[src/rtl/bqd_pkg.sv]
package bqd_pkg;

    // Action applied to both counter sections in a given cycle.
    typedef enum logic [1:0] {
        CTL_RUN    = 2'd0,
        CTL_CLEAR  = 2'd1,
        CTL_PRESET = 2'd2
    } ctl_e;

    // The preset pair outranks the clear pair. Each pair only acts when both of its inputs are high.
    function automatic ctl_e ctl_decode(input logic z0, input logic z1,
                                        input logic n0, input logic n1);
        if (n0 && n1)      return CTL_PRESET;
        else if (z0 && z1) return CTL_CLEAR;
        else               return CTL_RUN;
    endfunction

endpackage

[src/rtl/bqd_edge_det.sv]
module bqd_edge_det #(
    parameter int SYNC_DEPTH = 2
) (
    input  logic clk,
    input  logic rst_n,
    input  logic in_i,
    output logic fall_o
);

    typedef struct packed {
        logic [SYNC_DEPTH-1:0] sync;
        logic                  prev;
    } edge_st_t;

    edge_st_t st_d, st_q;

    always_comb begin
        st_d = st_q;
        st_d.sync[0] = in_i;
        for (int i = 1; i < SYNC_DEPTH; i++) begin
            st_d.sync[i] = st_q.sync[i-1];
        end
        st_d.prev = st_q.sync[SYNC_DEPTH-1];
    end

    always_ff @(posedge clk or negedge rst_n) begin
        if (!rst_n) st_q <= '0;
        else        st_q <= st_d;
    end

    // A falling edge is a high sample followed by a low sample. The chain resets to low, so reset cannot create an edge.
    assign fall_o = st_q.prev & ~st_q.sync[SYNC_DEPTH-1];

endmodule

[src/rtl/bqd_mod_stage.sv]
module bqd_mod_stage
    import bqd_pkg::*;
#(
    parameter int MOD = 5,
    parameter int W   = (MOD > 1) ? $clog2(MOD) : 1
) (
    input  logic         clk,
    input  logic         rst_n,
    input  ctl_e         ctl_i,
    input  logic         step_i,
    output logic [W-1:0] q_o
);

    localparam logic [W-1:0] TOP = W'(MOD - 1);

    typedef struct packed {
        logic [W-1:0] cnt;
    } stage_st_t;

    stage_st_t st_d, st_q;

    always_comb begin
        st_d = st_q;
        unique case (ctl_i)
            CTL_PRESET: st_d.cnt = TOP;
            CTL_CLEAR:  st_d.cnt = '0;
            default: begin
                if (step_i) begin
                    // Any code at or above the top value wraps to zero, so an illegal code clears on the next step.
                    if (st_q.cnt >= TOP) st_d.cnt = '0;
                    else                 st_d.cnt = st_q.cnt + W'(1);
                end
            end
        endcase
    end

    always_ff @(posedge clk or negedge rst_n) begin
        if (!rst_n) st_q <= '0;
        else        st_q <= st_d;
    end

    assign q_o = st_q.cnt;

endmodule

[src/rtl/bq_decade_counter.sv]
module bq_decade_counter
    import bqd_pkg::*;
#(
    parameter int HI_MOD     = 5,
    parameter int SYNC_DEPTH = 2,
    parameter int HI_W       = $clog2(HI_MOD)
) (
    input  logic          clk,
    input  logic          rst_n,
    input  logic          cnt_a_i,
    input  logic          cnt_b_i,
    input  logic          zero0_i,
    input  logic          zero1_i,
    input  logic          nine0_i,
    input  logic          nine1_i,
    output logic [HI_W:0] q_o
);

    localparam int N_IN = 2;

    logic [N_IN-1:0] raw_in;
    logic [N_IN-1:0] fall;
    ctl_e            ctl;
    logic            lo_q;
    logic [HI_W-1:0] hi_q;

    assign raw_in = {cnt_b_i, cnt_a_i};
    assign ctl    = ctl_decode(zero0_i, zero1_i, nine0_i, nine1_i);

    for (genvar g = 0; g < N_IN; g++) begin : g_edge
        bqd_edge_det #(.SYNC_DEPTH(SYNC_DEPTH)) u_edge (
            .clk    (clk),
            .rst_n  (rst_n),
            .in_i   (raw_in[g]),
            .fall_o (fall[g])
        );
    end

    bqd_mod_stage #(.MOD(2), .W(1)) u_div2 (
        .clk    (clk),
        .rst_n  (rst_n),
        .ctl_i  (ctl),
        .step_i (fall[0]),
        .q_o    (lo_q)
    );

    bqd_mod_stage #(.MOD(HI_MOD), .W(HI_W)) u_div5 (
        .clk    (clk),
        .rst_n  (rst_n),
        .ctl_i  (ctl),
        .step_i (fall[1]),
        .q_o    (hi_q)
    );

    assign q_o = {hi_q, lo_q};

endmodule

[config.mk]
export PLATFORM = sky130hd
export DESIGN_NAME = bq_decade_counter
export DESIGN_NICKNAME = d
export VERILOG_FILES = /design/src/rtl/bqd_pkg.sv /design/src/rtl/bqd_edge_det.sv /design/src/rtl/bqd_mod_stage.sv /design/src/rtl/bq_decade_counter.sv
export SDC_FILE = /design/constraint.sdc
export NUM_CORES = 1
export LEC_CHECK = 0
export CAP_MARGIN = 0
export CORE_AREA = 2 2 39 41
export CTS_CLUSTER_SIZE = 20
export DETAILED_ROUTE_END_ITERATION = 10
export DIE_AREA = 0 0 41 43
export PLACE_DENSITY_LB_ADDON = 0.25
export SYNTH_ARGS = -nofsm -noshare
export SYNTH_HDL_FRONTEND = slang
export SYNTH_HIERARCHICAL = 1
export SYNTH_SLANG_ARGS = --single-unit
[constraint.sdc]
create_clock -name clk -period 1.4 [get_ports clk]
set_clock_uncertainty 0.2 [all_clocks]
set_input_delay 0.21 -clock clk [delete_from_list [all_inputs] [get_ports clk]]
set_output_delay 0.21 -clock clk [all_outputs]
set_load 0.05 [all_outputs]
Word-level counts from Yosys, hierarchy flattened. Index checks and enable logic that the tools add are counted. W data, S select, Z words.

Add/subtract/negate cells: 2. Order comparisons: 2. Equality and inequality tests: 2. Muxes and demuxes: 8. Bitwise gates (word level): 4. Reductions and logical operators: 4.

Operators with widths (number): $mux W3 (2); $pmux W3 S2 (1); $reduce_bool A3 Y1 (2); $add A3 B1 Y3 const B (1); $ge A3 B3 Y1 const B (1); $mux W1 (3); $and A1 B1 Y1 (2); $eq A2 B1 Y1 const B (1); $eq A2 B2 Y1 const B (1); $logic_and A1 B1 Y1 (2); $mux W2 (1); $not A1 Y1 (2); $pmux W1 S2 (1); $add A1 B1 Y1 const B (1); $ge A1 B1 Y1 const B (1).

Register bits after elaboration: 10. Output and inout port bits: 4. Logic and storage cells: 28.

Longest topological paths before layout. Gate-level depths: netlist of run 1.

Depth after elaboration: 5. Depth in mapped cells: 7.

Hierarchy. Netlist of run 1, hierarchy kept.

Modules (own cells, without submodules): bqd_mod_stage (u_div5) (instances 1, cells each 21, area an instance 220.2 um^2, sequential area each 75.1 um^2); bqd_edge_det (instances 2, cells each 4, area an instance 88.8 um^2, sequential area each 75.1 um^2); bqd_mod_stage (u_div2) (instances 1, cells each 10, area an instance 86.3 um^2, sequential area each 25.0 um^2); bq_decade_counter (instances 1, cells each 4, area an instance 26.3 um^2, sequential area each 0.0 um^2).

Least setup slack after synthesis of run 1. Ideal clock, no wire load.

Kind: input-to-reg. Start point: in nine0_i. End point: reg u_div2.st_q, in the netlist u_div2/q_o. Library setup time: 0.083 ns. Arrival: 1.342 ns. Data required time: 1.117 ns. Setup slack: -0.224 ns. Stages: 6. Cells stage by stage: and2_4 -> nor2_2 -> inv_1 -> ha_1 -> or4b_1 -> o21ai_0.

Longest elaborated chain between the ends: 4. Elaborated cells on any way between the ends: 6.

Ends and longest elaborated chain: start: declaration (RTL line bq_decade_counter.sv:14) `input logic nine0_i,`; $logic_and A1 B1 Y1 (*) (RTL line bqd_pkg.sv:13) `if (n0 && n1) return CTL_PRESET;`; $mux W2 (*) (RTL line bqd_pkg.sv:13); net ctl[0] (RTL line bq_decade_counter.sv:23) `ctl_e ctl;`; $eq A2 B1 Y1 / $eq A2 B2 Y1 (equally long branches) (RTL line bqd_mod_stage.sv:24) `unique case (ctl_i)`; $pmux W1 S2 / $reduce_bool A3 Y1 (equally long branches); end signal: assignment (RTL line bqd_mod_stage.sv:39) `else st_q <= st_d;`; end: declaration (RTL line bqd_mod_stage.sv:20) `stage_st_t st_d, st_q;`.

The timed path passes the listed nets; every way through them passes the cells marked *. A chain may end at the register's enable or synchronous reset.

Final worst setup path of run 1. Same ends and word-level chain as after synthesis.

==> results.md, run 1 <==
| Group | Result | This run |
| --- | --- | --- |
| detailed routing | DRT iter0 DRCs | 0 |
| setup path | Endpoint class of the critical path | flop |
| setup path | Slowest Stage Delay on Critical Path | 0.51 ns |
| logic synthesis | Share of async-settable or async-resettable flops after synthesis | 1.00 |
| logic synthesis | List of most frequent post-synthesis cells | 10 x dfrtp_1, 6 x ha_1, 6 x inv_1 |
| final layout | Synthesis-to-finish area growth | 52.7% |
| logic synthesis | Warning count from the yosys run | 6 |
| place | Half-perimeter wire length after detailed placement | 582 µm |
| die | Row cnt | 14 |
| die | Total core area | 1380 µm² |
| place | Placed inst area | 701 µm² |
| sta | Worst slew pin tran | 0.412 ns |
| logic synthesis | Seq/Total Area, Yosys | 0.490 |
| sta | Number of max-slew violations in the final report | 0 |
| pwr | Logic gate share of total power | 0.435 |
| die | Floorplan die height | 43 µm |
| sta | Count of final setup violators | 0 |
| place | Total instance count after detailed placement | 71 |
| global route | Met1 usage in global routing | 0.138 |
| pwr | IR Drop Worst-Case VDD | 0.821 mV |
| pwr | Reported net switching power | 0.359 mW |
| clock network | CTS Buf Count | 3 |
| final layout | Non-filler cells in the finished layout | 77 |
| clock network | Number of buffers on the longest clock path | 2 |
| global route | Met2 Use GR | 0.191 |
| place | Port buffer count | 11 |
| sta | Headroom to the max-slew limit | 0.724 |
| logic synthesis | Post-synthesis net count | 57 |
| clock network | Clock slew at the register clock pins of the worst setup and hold paths | 0.06 ns |
| die | Die area | 1760 µm² |
| detailed routing | DRC errors left | 0 |
| logic synthesis | Post-synthesis register bit count | 10 |
| sta | Final critical delay including setup and external delays | 1.39 ns |
| worst hold path | Path type of the worst min-delay path | in -> async |
| detailed routing | Vias | 356 |
| global route | Wire length of the first global-routing pass | 1.43 mm |
| sta | Unrepaired setup endpoints after global routing | true |
| final layout | Share of final-layout standard cells stronger than drive strength 1 | 0.525 |
| pwr | Internal power | 0.666 mW |
| clock network | CTS tree | yes |
| clock network | Cell chosen for the clock root | clkbuf_4 |
| outcome | Outcome | complete, no violations |
| final layout | # nets final | 77 |
| global route | Largest net degree at the start of global routing | 11 |
| setup path | Library cell contributing the largest single delay on the critical path | or4b_4 |
| sta | Part of the cycle the worst path needs | 0.992 |
| pwr | Clk pwr share | 0.173 |
| detailed routing | Routed wire length | 795 µm |
| pwr | Pwr Density | 1310 nW/µm² |
| sta | Setup WS post-layout | 0.0110 ns |
| die | Initial cell density of the core | 0.369 |
| logic synthesis | Synth Cell Area | 510 µm² |
| setup path | WP data arrival | 1.37 ns |
| flow run | Max_cap viols | 0 |
| logic synthesis | Fraction of post-synthesis cell area in the top cell type by area | 0.490 |
| die | Chip Width | 41 µm |
| logic synthesis | Number of standard cells after synthesis | 43 |
| place | Final Wtd Congestion | 0.639 |
| logic synthesis | Distinct cell type count after synthesis | 18 |
| pwr | Sequential fraction of design power | 0.392 |
| logic synthesis | Most used DFF post-synth | dfrtp_1 |
| setup path | Critical-path cell list | buf_6, and2_4, nor2_4, inv_2, ha_4, or4b_4, o21ai_2 |
| global route | All-Layer GR Usage | 0.119 |
| sta | Hold violation total from the final report | 0 |
| final layout | Final core area utilization | 0.563 |
| sta | Maximum achievable frequency | 0.720 GHz |
| clock network | Count of hold buffers inserted by post-cts repair | 0 |
| global route | Met3 usage | 0.0628 |
| global route | Vias in the first global route | 387 |
| sta | Smallest hold slack | 0.0544 ns |
| die | Top Ports | 12 |
| global route | Global routing's busiest layer | met2 |
| detailed routing | Post-detailed-route count of antenna-violating nets | 0 |
| logic synthesis | Most area-hungry cell type in the Yosys netlist | dfrtp_1 |
| setup path | Start-to-end type of the worst setup path | in -> reg |
| setup path | Maximum fanout encountered on the critical timing path | 4 |
| clock network | Insertion delay to the later sink of the worst-skew pair | 0.25 ns |
| logic synthesis | Most frequent cell after synthesis | dfrtp_1 |
| setup path | Worst Setup Start Kind | input pin |
| pwr | Total Power Consumption | 1.02 mW |
| final layout | Final Cell Area | 779 µm² |
| setup path | Data required time of the critical path | 1.38 ns |
| logic synthesis | Top cells by area, synth | dfrtp_1 49%, ha_1 15%, nor2b_4 5.4% |
| detailed routing | Drt first pass iters | 1 |
| place | Pre-CTS WS | -0.600 ns |
| detailed routing | Via density per instance | 4.62 |
| global route | Number of antenna violations at the first check in global routing | 0 |
| final layout | Antenna diode count | 0 |
| clock network | Clock net sink count | 10 |
| sta | Setup tns final | 0 ns |
| clock network | Deepest level of the CTS H-tree | 1 |
| logic synthesis | Avg Synthesized Cell Area | 11.9 µm² |
| pwr | Share of total power consumed by net switching | 0.350 |
| global route | Overflow after GRT | 0 |
| detailed routing | Post-DR wirelength/cell | 10.3 µm |
| logic synthesis | Number of flops mapped to enable cells by yosys | 0 |
| pwr | Static Leak | 0.356 nW |
-- final cells by class --
cell class	instances	area, µm²
clock buffers	3	22.5
multi-input cells	26	288
well taps	16	20.0
inverters	6	22.5
fillers	113	604
flip-flops and latches	10	253
repair buffers	16	174
-- power groups by stage --
stage	clock, mW	combinational, mW	sequential, mW
floorplan	0	0.143	0.475
global placement	0	0.416	0.408
detailed placement	0	0.422	0.407
CTS	0.190	0.439	0.404
global route	0.212	0.472	0.408
finish	0.177	0.446	0.402
-- cell families (layout without fill, tap and decap cells) --
| family | Yosys count | after routing | synth area share |
|---|---|---|---|
| buffers and inverters | 7 | 25 | 0.0588 |
| adder cells (fa/ha/maj) | 6 | 6 | 0.147 |
| AO/OA/AOI/OAI | 6 | 6 | 0.0735 |
| AND/OR/NAND/NOR | 14 | 14 | 0.230 |
| flip-flops | 10 | 10 | 0.490 |
-- worst max-delay path, delay by kind of cell --
kind / cells / cell delay [ns]
fa+ha+maj: 1 / 0.15
simple gates: 3 / 0.79
compound gates: 1 / 0.07
buf+inv: 2 / 0.15
-- sequential cells by signal (all words and copies together) (netlist names) --
name and count:
g_edge.u_edge/st_d 4, g_edge.u_edge/st_q 2, u_div5/q_o 3, u_div2/q_o 1
-- path summary, 6_finish.rpt --
kind                                                         start                            endpoint  slack (ns)  cells after the start
min in group clk                g_edge[0].u_edge/st_d[2]$_DFF_PN0_  g_edge[0].u_edge/st_d[0]$_DFF_PN0_        0.14                      0
worst min-delay path                                         rst_n  g_edge[0].u_edge/st_q[0]$_DFF_PN0_        0.05                      1
max in group asynchronous                                    rst_n           u_div5/q_o[0]$_DFFE_PN0P_        0.63                      1
worst min register to register  g_edge[0].u_edge/st_d[2]$_DFF_PN0_  g_edge[0].u_edge/st_d[0]$_DFF_PN0_        0.14                      0
worst max-delay path                                       nine0_i              u_div2/q_o$_DFFE_PN0P_        0.01                      7
worst max register to register  g_edge[1].u_edge/st_q[0]$_DFF_PN0_           u_div5/q_o[0]$_DFFE_PN0P_        0.09                      4
-- cells in the final DEF (no fill, tap or decap) --
cell type        netlist  final
dfrtp_1               10      8
inv_1                  6      5
buf_4                  1      5
buf_12                 0      4
clkbuf_4               0      3
clkdlybuf4s50_1        0      3
ha_4                   0      3
ha_1                   6      3
nor2b_4                2      2
clkbuf_2               0      2
nand2_1                3      2
o21ai_0                3      2
a21o_1                 2      2
dfrtp_2                0      2
and2_4                 1      1
nand2_2                0      1
nor2_4                 0      1
buf_6                  0      1
buf_2                  0      1
inv_2                  0      1
nor3_1                 1      1
or4b_4                 0      1
o21ai_2                0      1
nor3_4                 1      1
nand3b_1               1      1
nor4b_2                1      1
nand2b_1               1      1
nor2_1                 1      1
a211oi_2               0      1
-- layer usage --
metal,up-vias,share of wire
li1,176,-
met1,172,0.43
met2,8,0.52
met3,0,0.049
met4,0,0
met5,-,0
-- repair_timing --
action	CTS	global route
endpoints found under the hold margin	0	0
endpoints found under the setup margin	4	3
resized for setup	14	8
pin swaps	7	5
buffers inserted	3	0
Note: power is estimated with default switching activity, not from simulation.
==> run 2, diff against run 1 <==
- clock period: 1.4 -> 1.7 ns (I/O delays scaled with it)
==> run 2 against run 1 <==
  * Routed wire length is 12% higher
  * Critical path depth is 1 higher
  * Final cell count is 3.9% higher
  * Clock power is 16% lower
  * Utilization is 3.0 points higher
  * Die area stayed put
  * Combinational power is 17% lower
  * Critical endpoint is now u_div5/q_o[0]$_DFFE_PN0P_
  * Highest routed layer unchanged
==> results.md, run 2 (synthesis results as in run 1) <==
| Group | Result | This run | Delta |
| --- | --- | --- | --- |
| sta | Worst slew pin tran | 0.419 ns | +0.00684 ns |
| final layout | Synthesis-to-finish area growth | 60.8% |  |
| setup path | Worst Setup Start Kind | input pin |  |
| setup path | WP data arrival | 1.57 ns | +0.20 ns |
| detailed routing | Drt first pass iters | 2 | +1 |
| sta | Setup WS post-layout | 0.0679 ns | +0.0569 ns |
| clock network | CTS Buf Count | 3 | unchanged |
| pwr | Internal power | 0.545 mW | -18% |
| sta | Final critical delay including setup and external delays | 1.63 ns |  |
| die | Top Ports | 12 | unchanged |
| sta | Part of the cycle the worst path needs | 0.960 |  |
| die | Floorplan die height | 43 µm | unchanged |
| worst hold path | Path type of the worst min-delay path | in -> async |  |
| clock network | Number of buffers on the longest clock path | 2 | unchanged |
| final layout | Most common library cell in the layout ignoring fill and taps | dfrtp_1 |  |
| clock network | Deepest level of the CTS H-tree | 1 | unchanged |
| pwr | Clk pwr share | 0.176 | +0.003 |
| global route | Vias in the first global route | 367 | -5.2% |
| setup path | Data required time of the critical path | 1.64 ns | +0.26 ns |
| pwr | Logic gate share of total power | 0.438 | +0.003 |
| detailed routing | Post-DR wirelength/cell | 11.1 µm | +7.4% |
| flow run | Max_cap viols | 0 | unchanged |
| global route | All-Layer GR Usage | 0.122 | +0.00283 |
| global route | Wire length of the first global-routing pass | 1.43 mm | unchanged |
| detailed routing | DRC errors left | 0 | unchanged |
| clock network | Cell chosen for the clock root | clkbuf_4 |  |
| final layout | Share of final-layout standard cells stronger than drive strength 1 | 0.484 | -0.0402 |
| detailed routing | Vias | 367 | +3.1% |
| place | Half-perimeter wire length after detailed placement | 541 µm | -7.0% |
| detailed routing | Via density per instance | 4.59 | -0.78% |
| setup path | Library cell contributing the largest single delay on the critical path | nor3_4 |  |
| detailed routing | Post-detailed-route count of antenna-violating nets | 0 | unchanged |
| setup path | Slowest Stage Delay on Critical Path | 0.29 ns | -0.22 ns |
| pwr | Sequential fraction of design power | 0.386 | -0.006 |
| final layout | # nets final | 80 | +3.9% |
| global route | Overflow after GRT | 0 | unchanged |
| clock network | Clock slew at the register clock pins of the worst setup and hold paths | 0.06 ns | about the same |
| die | Initial cell density of the core | 0.369 | unchanged |
| setup path | Start-to-end type of the worst setup path | in -> reg |  |
| die | Total core area | 1380 µm² | unchanged |
| final layout | Commonest cells after routing, fill and taps aside | 10 x dfrtp_1, 7 x buf_4, 4 x buf_12, 4 x inv_2, 4 x ha_4 |  |
| sta | Number of max-slew violations in the final report | 0 | unchanged |
| clock network | Clock net sink count | 10 | unchanged |
| detailed routing | DRT iter0 DRCs | 2 | +2 |
| place | Final Wtd Congestion | 0.628 | -1.7% |
| pwr | Static Leak | 0.383 nW | +7.6% |
| global route | Largest net degree at the start of global routing | 11 | unchanged |
| clock network | CTS tree | yes |  |
| final layout | Area occupied by multi-input gates | 293 µm² | +1.7% |
| pwr | Pwr Density | 1030 nW/µm² | -22% |
| setup path | Critical-path cell list | dlygate4sd2_1, and2_4, buf_6, buf_4, ha_4, nor3_4, nor4b_2, a21o_1 |  |
| final layout | Footprint of the flip-flops and latches | 250 µm² | -0.99% |
| die | Die area | 1760 µm² | unchanged |
| outcome | Outcome | complete, no violations |  |
| sta | Headroom to the max-slew limit | 0.720 | -0.00457 |
| pwr | IR Drop Worst-Case VDD | 0.494 mV | -40% |
| place | Port buffer count | 11 | unchanged |
| final layout | Flip-flop count of the largest register after layout | 4 | unchanged |
| sta | Count of final setup violators | 0 | unchanged |
| sta | Setup tns final | 0 ns | unchanged |
| sta | Hold violation total from the final report | 0 | unchanged |
| place | Pre-CTS WS | -0.441 ns | +0.159 ns |
| pwr | Reported net switching power | 0.299 mW | -17% |
| pwr | Share of total power consumed by net switching | 0.354 | +0.00399 |
| global route | Number of antenna violations at the first check in global routing | 0 | unchanged |
| clock network | Insertion delay to the later sink of the worst-skew pair | 0.26 ns | about the same |
| setup path | Beginning of the critical path | nine1_i |  |
| die | Row cnt | 14 | unchanged |
| setup path | Endpoint class of the critical path | flop |  |
| setup path | Beginning of the worst register-to-register path | g_edge[0].u_edge/st_q[0]$_DFF_PN0_ |  |
| sta | Maximum achievable frequency | 0.613 GHz |  |
| die | Chip Width | 41 µm | unchanged |
| final layout | Antenna diode count | 0 | unchanged |
| detailed routing | Routed wire length | 887 µm | +12% |
| setup path | Maximum fanout encountered on the critical timing path | 6 | +2 |
| final layout | Number of fill cells in the layout | 123 | +8.8% |
| sta | Unrepaired setup endpoints after global routing | false |  |
-- run 2: per-layer routing --
layer / track usage / wire length, µm / vias to the layer above / share of wire
li1: - / - / 181 / -
met1: 0.141 / 361 / 177 / 0.41
met2: 0.188 / 486 / 9 / 0.55
met3: 0.0628 / 39 / 0 / 0.044
met4: 0.0400 / 0 / 0 / 0
met5: 0 / 0 / - / 0
-- run 2: area by class of cell --
type	instances	share of cell area
multi-input combinational	26	0.357
sequential	10	0.305
timing repair buffer	19	0.259
clock buffer	3	0.0274
inverter	6	0.0274
tap	16	0.0244
-- run 2: power by group through the flow --
stage	logic, mW	clock network, mW	registers, mW
floorplan	0.115	0	0.387
global placement	0.341	0	0.331
detailed placement	0.340	0	0.331
CTS	0.365	0.158	0.327
global route	0.397	0.169	0.331
finish	0.369	0.149	0.326
-- run 2: worst paths after layout --
kind	end	slack, ns	depth (start not counted)
hold / removal	g_edge[0].u_edge/st_q[0]$_DFF_PN0_	0.1	1
hold reg to reg	g_edge[1].u_edge/st_d[0]$_DFF_PN0_	0.14	0
setup reg to reg	u_div2/q_o$_DFFE_PN0P_	0.36	3
max in group asynchronous	u_div5/q_o[0]$_DFFE_PN0P_	0.90	1
setup / recovery	u_div5/q_o[0]$_DFFE_PN0P_	0.07	8
min in group clk	g_edge[1].u_edge/st_d[0]$_DFF_PN0_	0.14	0
-- run 2: repair_timing --
item / in CTS / in global routing
pin swaps: 7 / 4
gates resized for setup: 20 / 1
hold buffers: 0 / 0
gates cloned: 0 / 0
buffers inserted: 4 / 1
endpoints found under the setup margin: 4 / 4
-- run 2: per-stage QoR --
stage | util | std cells | area (µm²) | hold slack (ns) | total power [mW]
CTS | 0.586 | 79 | 811 | 0.107 | 0.849
floorplan | - | 43 | 510 | -0.241 | 0.502
global route | 0.593 | 80 | 821 | 0.115 | 0.897
detailed placement | 0.503 | 72 | 696 | 0.135 | 0.672
global placement | 0.503 | 72 | 696 | 0.132 | 0.672
finish | 0.593 | 80 | 821 | 0.0980 | 0.844
-- run 2: critical path: cells and delay by family --
family	cells	cell delay, ns
adders and majority gates	1	0.16
buffers and inverters	3	0.48
and+or+nand+nor	3	0.53
AOI/OAI and AO/OA	1	0.15
==> run 3, diff against run 2 <==
- DONT_BUFFER_PORTS: unset -> 1
- PLACE_DENSITY_LB_ADDON: 0.25 -> 0.08
==> run 3 against run 2 <==
  * Final area fell by 23%
  * Highest routed layer unchanged
  * Worst setup slack improved by 0.17 ns
  * Sequential share of layout area is 9.0 points higher
  * Global-route usage decreased by 1.1 points
  * Register-to-register slack about the same
  * Largest cell class is now registers
  * Routed wire length down 12%
==> results.md, run 3 (synthesis results as in run 1) <==
| Group | Result | This run | Delta |
| --- | --- | --- | --- |
| worst hold path | Cell depth of the worst hold path | 0 |  |
| detailed routing | Vias | 337 | -8.2% |
| sta | Headroom to the max-slew limit | 0.713 | -0.00630 |
| setup path | Worst Setup Start Kind | input pin |  |
| sta | Worst slew pin tran | 0.429 ns | +0.00935 ns |
| outcome | Outcome | complete, no violations |  |
| global route | Largest net degree at the start of global routing | 11 | unchanged |
| final layout | Footprint of the flip-flops and latches | 250 µm² | unchanged |
| die | Top Ports | 12 | unchanged |
| final layout | # nets final | 70 | -13% |
| detailed routing | Total length of routed met3 wires | 53 µm | +36% |
| setup path | Maximum fanout encountered on the critical timing path | 6 | unchanged |
| final layout | Final Cell Area | 634 µm² | -23% |
| final layout | Synthesis-to-finish area growth | 24.3% |  |
| setup path | Endpoint class of the critical path | flop |  |
| final layout | Antenna diode count | 0 | unchanged |
| clock network | Deepest level of the CTS H-tree | 1 | unchanged |
| global route | Overflow after GRT | 0 | unchanged |
| sta | Hold violation total from the final report | 0 | unchanged |
| pwr | Pwr Density | 1230 nW/µm² | +20% |
| sta | Maximum achievable frequency | 0.682 GHz | +11% |
| worst hold path | Path type of the worst min-delay path | reg -> reg |  |
| flow run | Max_cap viols | 0 | unchanged |
| detailed routing | Post-detailed-route count of antenna-violating nets | 0 | unchanged |
| detailed routing | Routed wire length | 778 µm | -12% |
| final layout | Share of final-layout standard cells stronger than drive strength 1 | 0.291 | -0.193 |
| place | Placed inst area | 568 µm² | -18% |
| detailed routing | DRT iter0 DRCs | 8 | +6 |
| sta | Final critical delay including setup and external delays | 1.47 ns | -0.166 ns |
| setup path | Data required time of the critical path | 1.65 ns | about the same |
| setup path | Start-to-end type of the worst setup path | in -> reg |  |
| detailed routing | Met2 wire length | 420 µm | -14% |
| final layout | Area occupied by multi-input gates | 230 µm² | -21% |
| place | Half-perimeter wire length after detailed placement | 621 µm | +15% |
| detailed routing | Highest Signal Layer | met3 |  |
| detailed routing | Drt first pass iters | 4 | +2 |
| clock network | Cell chosen for the clock root | clkbuf_4 |  |
| pwr | Static Leak | 0.313 nW | -18% |
| global route | Number of antenna violations at the first check in global routing | 0 | unchanged |
| pwr | IR Drop Worst-Case VDD | 0.572 mV | +16% |
| sta | Setup tns final | 0 ns | unchanged |
| clock network | Insertion delay to the later sink of the worst-skew pair | 0.25 ns | about the same |
| detailed routing | Post-DR wirelength/cell | 11.0 µm | -1.2% |
| final layout | Commonest cells after routing, fill and taps aside | 10 x dfrtp_1, 6 x buf_4, 6 x inv_1, 6 x ha_1 |  |
| place | Port buffer count | 0 | -11 |
| setup path | Beginning of the worst register-to-register path | g_edge[0].u_edge/st_q[0]$_DFF_PN0_ |  |
| clock network | CTS Buf Count | 3 | unchanged |
| final layout | Most common library cell in the layout ignoring fill and taps | dfrtp_1 |  |
| clock network | Clock slew at the register clock pins of the worst setup and hold paths | 0.06 ns | about the same |
| die | Total core area | 1380 µm² | unchanged |
| pwr | Total Power Consumption | 0.782 mW | -7.3% |
| sta | Count of final setup violators | 0 | unchanged |
| clock network | CTS tree | yes |  |
| place | Final Wtd Congestion | 0.596 | -5.2% |
| die | Chip Width | 41 µm | unchanged |
| die | Row cnt | 14 | unchanged |
| clock network | Number of buffers on the longest clock path | 2 | unchanged |
| global route | Vias in the first global route | 344 | -6.3% |
| worst hold path | Startpoint of the most critical hold path | g_edge[1].u_edge/st_d[2]$_DFF_PN0_ |  |
| die | Initial cell density of the core | 0.369 | unchanged |
| detailed routing | Via density per instance | 4.75 | +3.5% |
| global route | All-Layer GR Usage | 0.111 | -0.0112 |
| detailed routing | DRC errors left | 0 | unchanged |
| die | Die area | 1760 µm² | unchanged |
| die | Floorplan die height | 43 µm | unchanged |
| sta | Part of the cycle the worst path needs | 0.862 | -0.0976 |
| detailed routing | Wire length on met1 | 303 µm | -16% |
| final layout | Number of fill cells in the layout | 135 | +9.8% |
| sta | Number of max-slew violations in the final report | 0 | unchanged |
| setup path | Worst reg-to-reg setup slack | 0.36 ns | about the same |
| final layout | Flip-flop count of the largest register after layout | 4 | unchanged |
| clock network | Post-cts gate resize count | 0 | -100% |
| setup path | Worst-case reg-to-reg path depth | 3 | unchanged |
| worst hold path | Endpoint with the worst hold slack | g_edge[1].u_edge/st_d[0]$_DFF_PN0_ |  |
| sta | Unrepaired setup endpoints after global routing | false |  |
| setup path | Endpoint of the lowest-slack register-to-register path | u_div2/q_o$_DFFE_PN0P_ |  |
| sta | Smallest hold slack | 0.155 ns | +0.0566 ns |
| final layout | Final core area utilization | 0.458 | -0.135 |
| clock network | Clock net sink count | 10 | unchanged |
| setup path | WP data arrival | 1.42 ns | -0.15 ns |
| global route | Wire length of the first global-routing pass | 1.33 mm | -6.8% |
[run 3: changes by cell type in the layout (fill, tap and decap cells not counted), moves of 3 or more]
cell,change
buf_12,-4
ha_1,+4
ha_4,-4
inv_1,+4
inv_2,-4
clkdlybuf4s50_1,-3
dlygate4sd2_1,-3
dlygate4sd3_1,+3
[run 3: routing by layer]
layer	global-route usage	vias to the layer above
met5	0	-
met1	0.131	160
li1	-	164
met3	0.0209	0
met2	0.188	13
met4	0.0400	0
[run 3: how the worst max path moves through the flow]
stage | from | endpoint | slack (ns) | depth (start not counted)
after floorplan | nine0_i | u_div2/q_o$_DFFE_PN0P_ | 0.03 | 6
after global placement | nine0_i | u_div2/q_o$_DFFE_PN0P_ | -0.01 | 6
after detailed placement | nine0_i | u_div2/q_o$_DFFE_PN0P_ | -0.03 | 6
after CTS | nine0_i | u_div2/q_o$_DFFE_PN0P_ | 0.23 | 6
after global routing | nine0_i | u_div2/q_o$_DFFE_PN0P_ | 0.15 | 6
final | nine0_i | u_div5/q_o[2]$_DFFE_PN0P_ | 0.23 | 7
[run 3: stage by stage]
| stage | cells | worst slack [ns] |
|---|---|---|
| after global routing | 71 | 0.150 |
| after detailed placement | 64 | -0.0325 |
| after floorplan | 43 | 0.0308 |
| final | 71 | 0.234 |
| after global placement | 64 | -0.00960 |
| after CTS | 71 | 0.230 |
[run 3: power by group]
| group | internal [mW] | leakage [nW] | switching [mW] |
|---|---|---|---|
| Clock | 0.130 | 0.0210 | 0.0764 |
| Combinational | 0.0967 | 0.171 | 0.179 |
| Sequential | 0.274 | 0.121 | 0.0262 |
| Total | 0.500 | 0.313 | 0.282 |
[run 3: area by class of cell]
type / count / area share
Timing Repair Buffer: 9 / 0.118
Tap cell: 16 / 0.0316
Sequential cell: 10 / 0.394
Clock buffer: 4 / 0.0572
Multi-Input combinational cell: 26 / 0.363
Inverter: 6 / 0.0355
[run 3: critical path, cell delays in order]
cell	delay (ns)
and2_4	0.14
nor2_2	0.17
inv_1	0.06
ha_1	0.24
nor3_4	0.30
a211oi_1	0.08
a21o_1	0.16
[run 3: timing repair]
| item | in CTS | in global routing |
|---|---|---|
| hold buffers | 3 | 0 |
| endpoints found under the hold margin | 12 | 0 |
| buffers inserted | 0 | 0 |
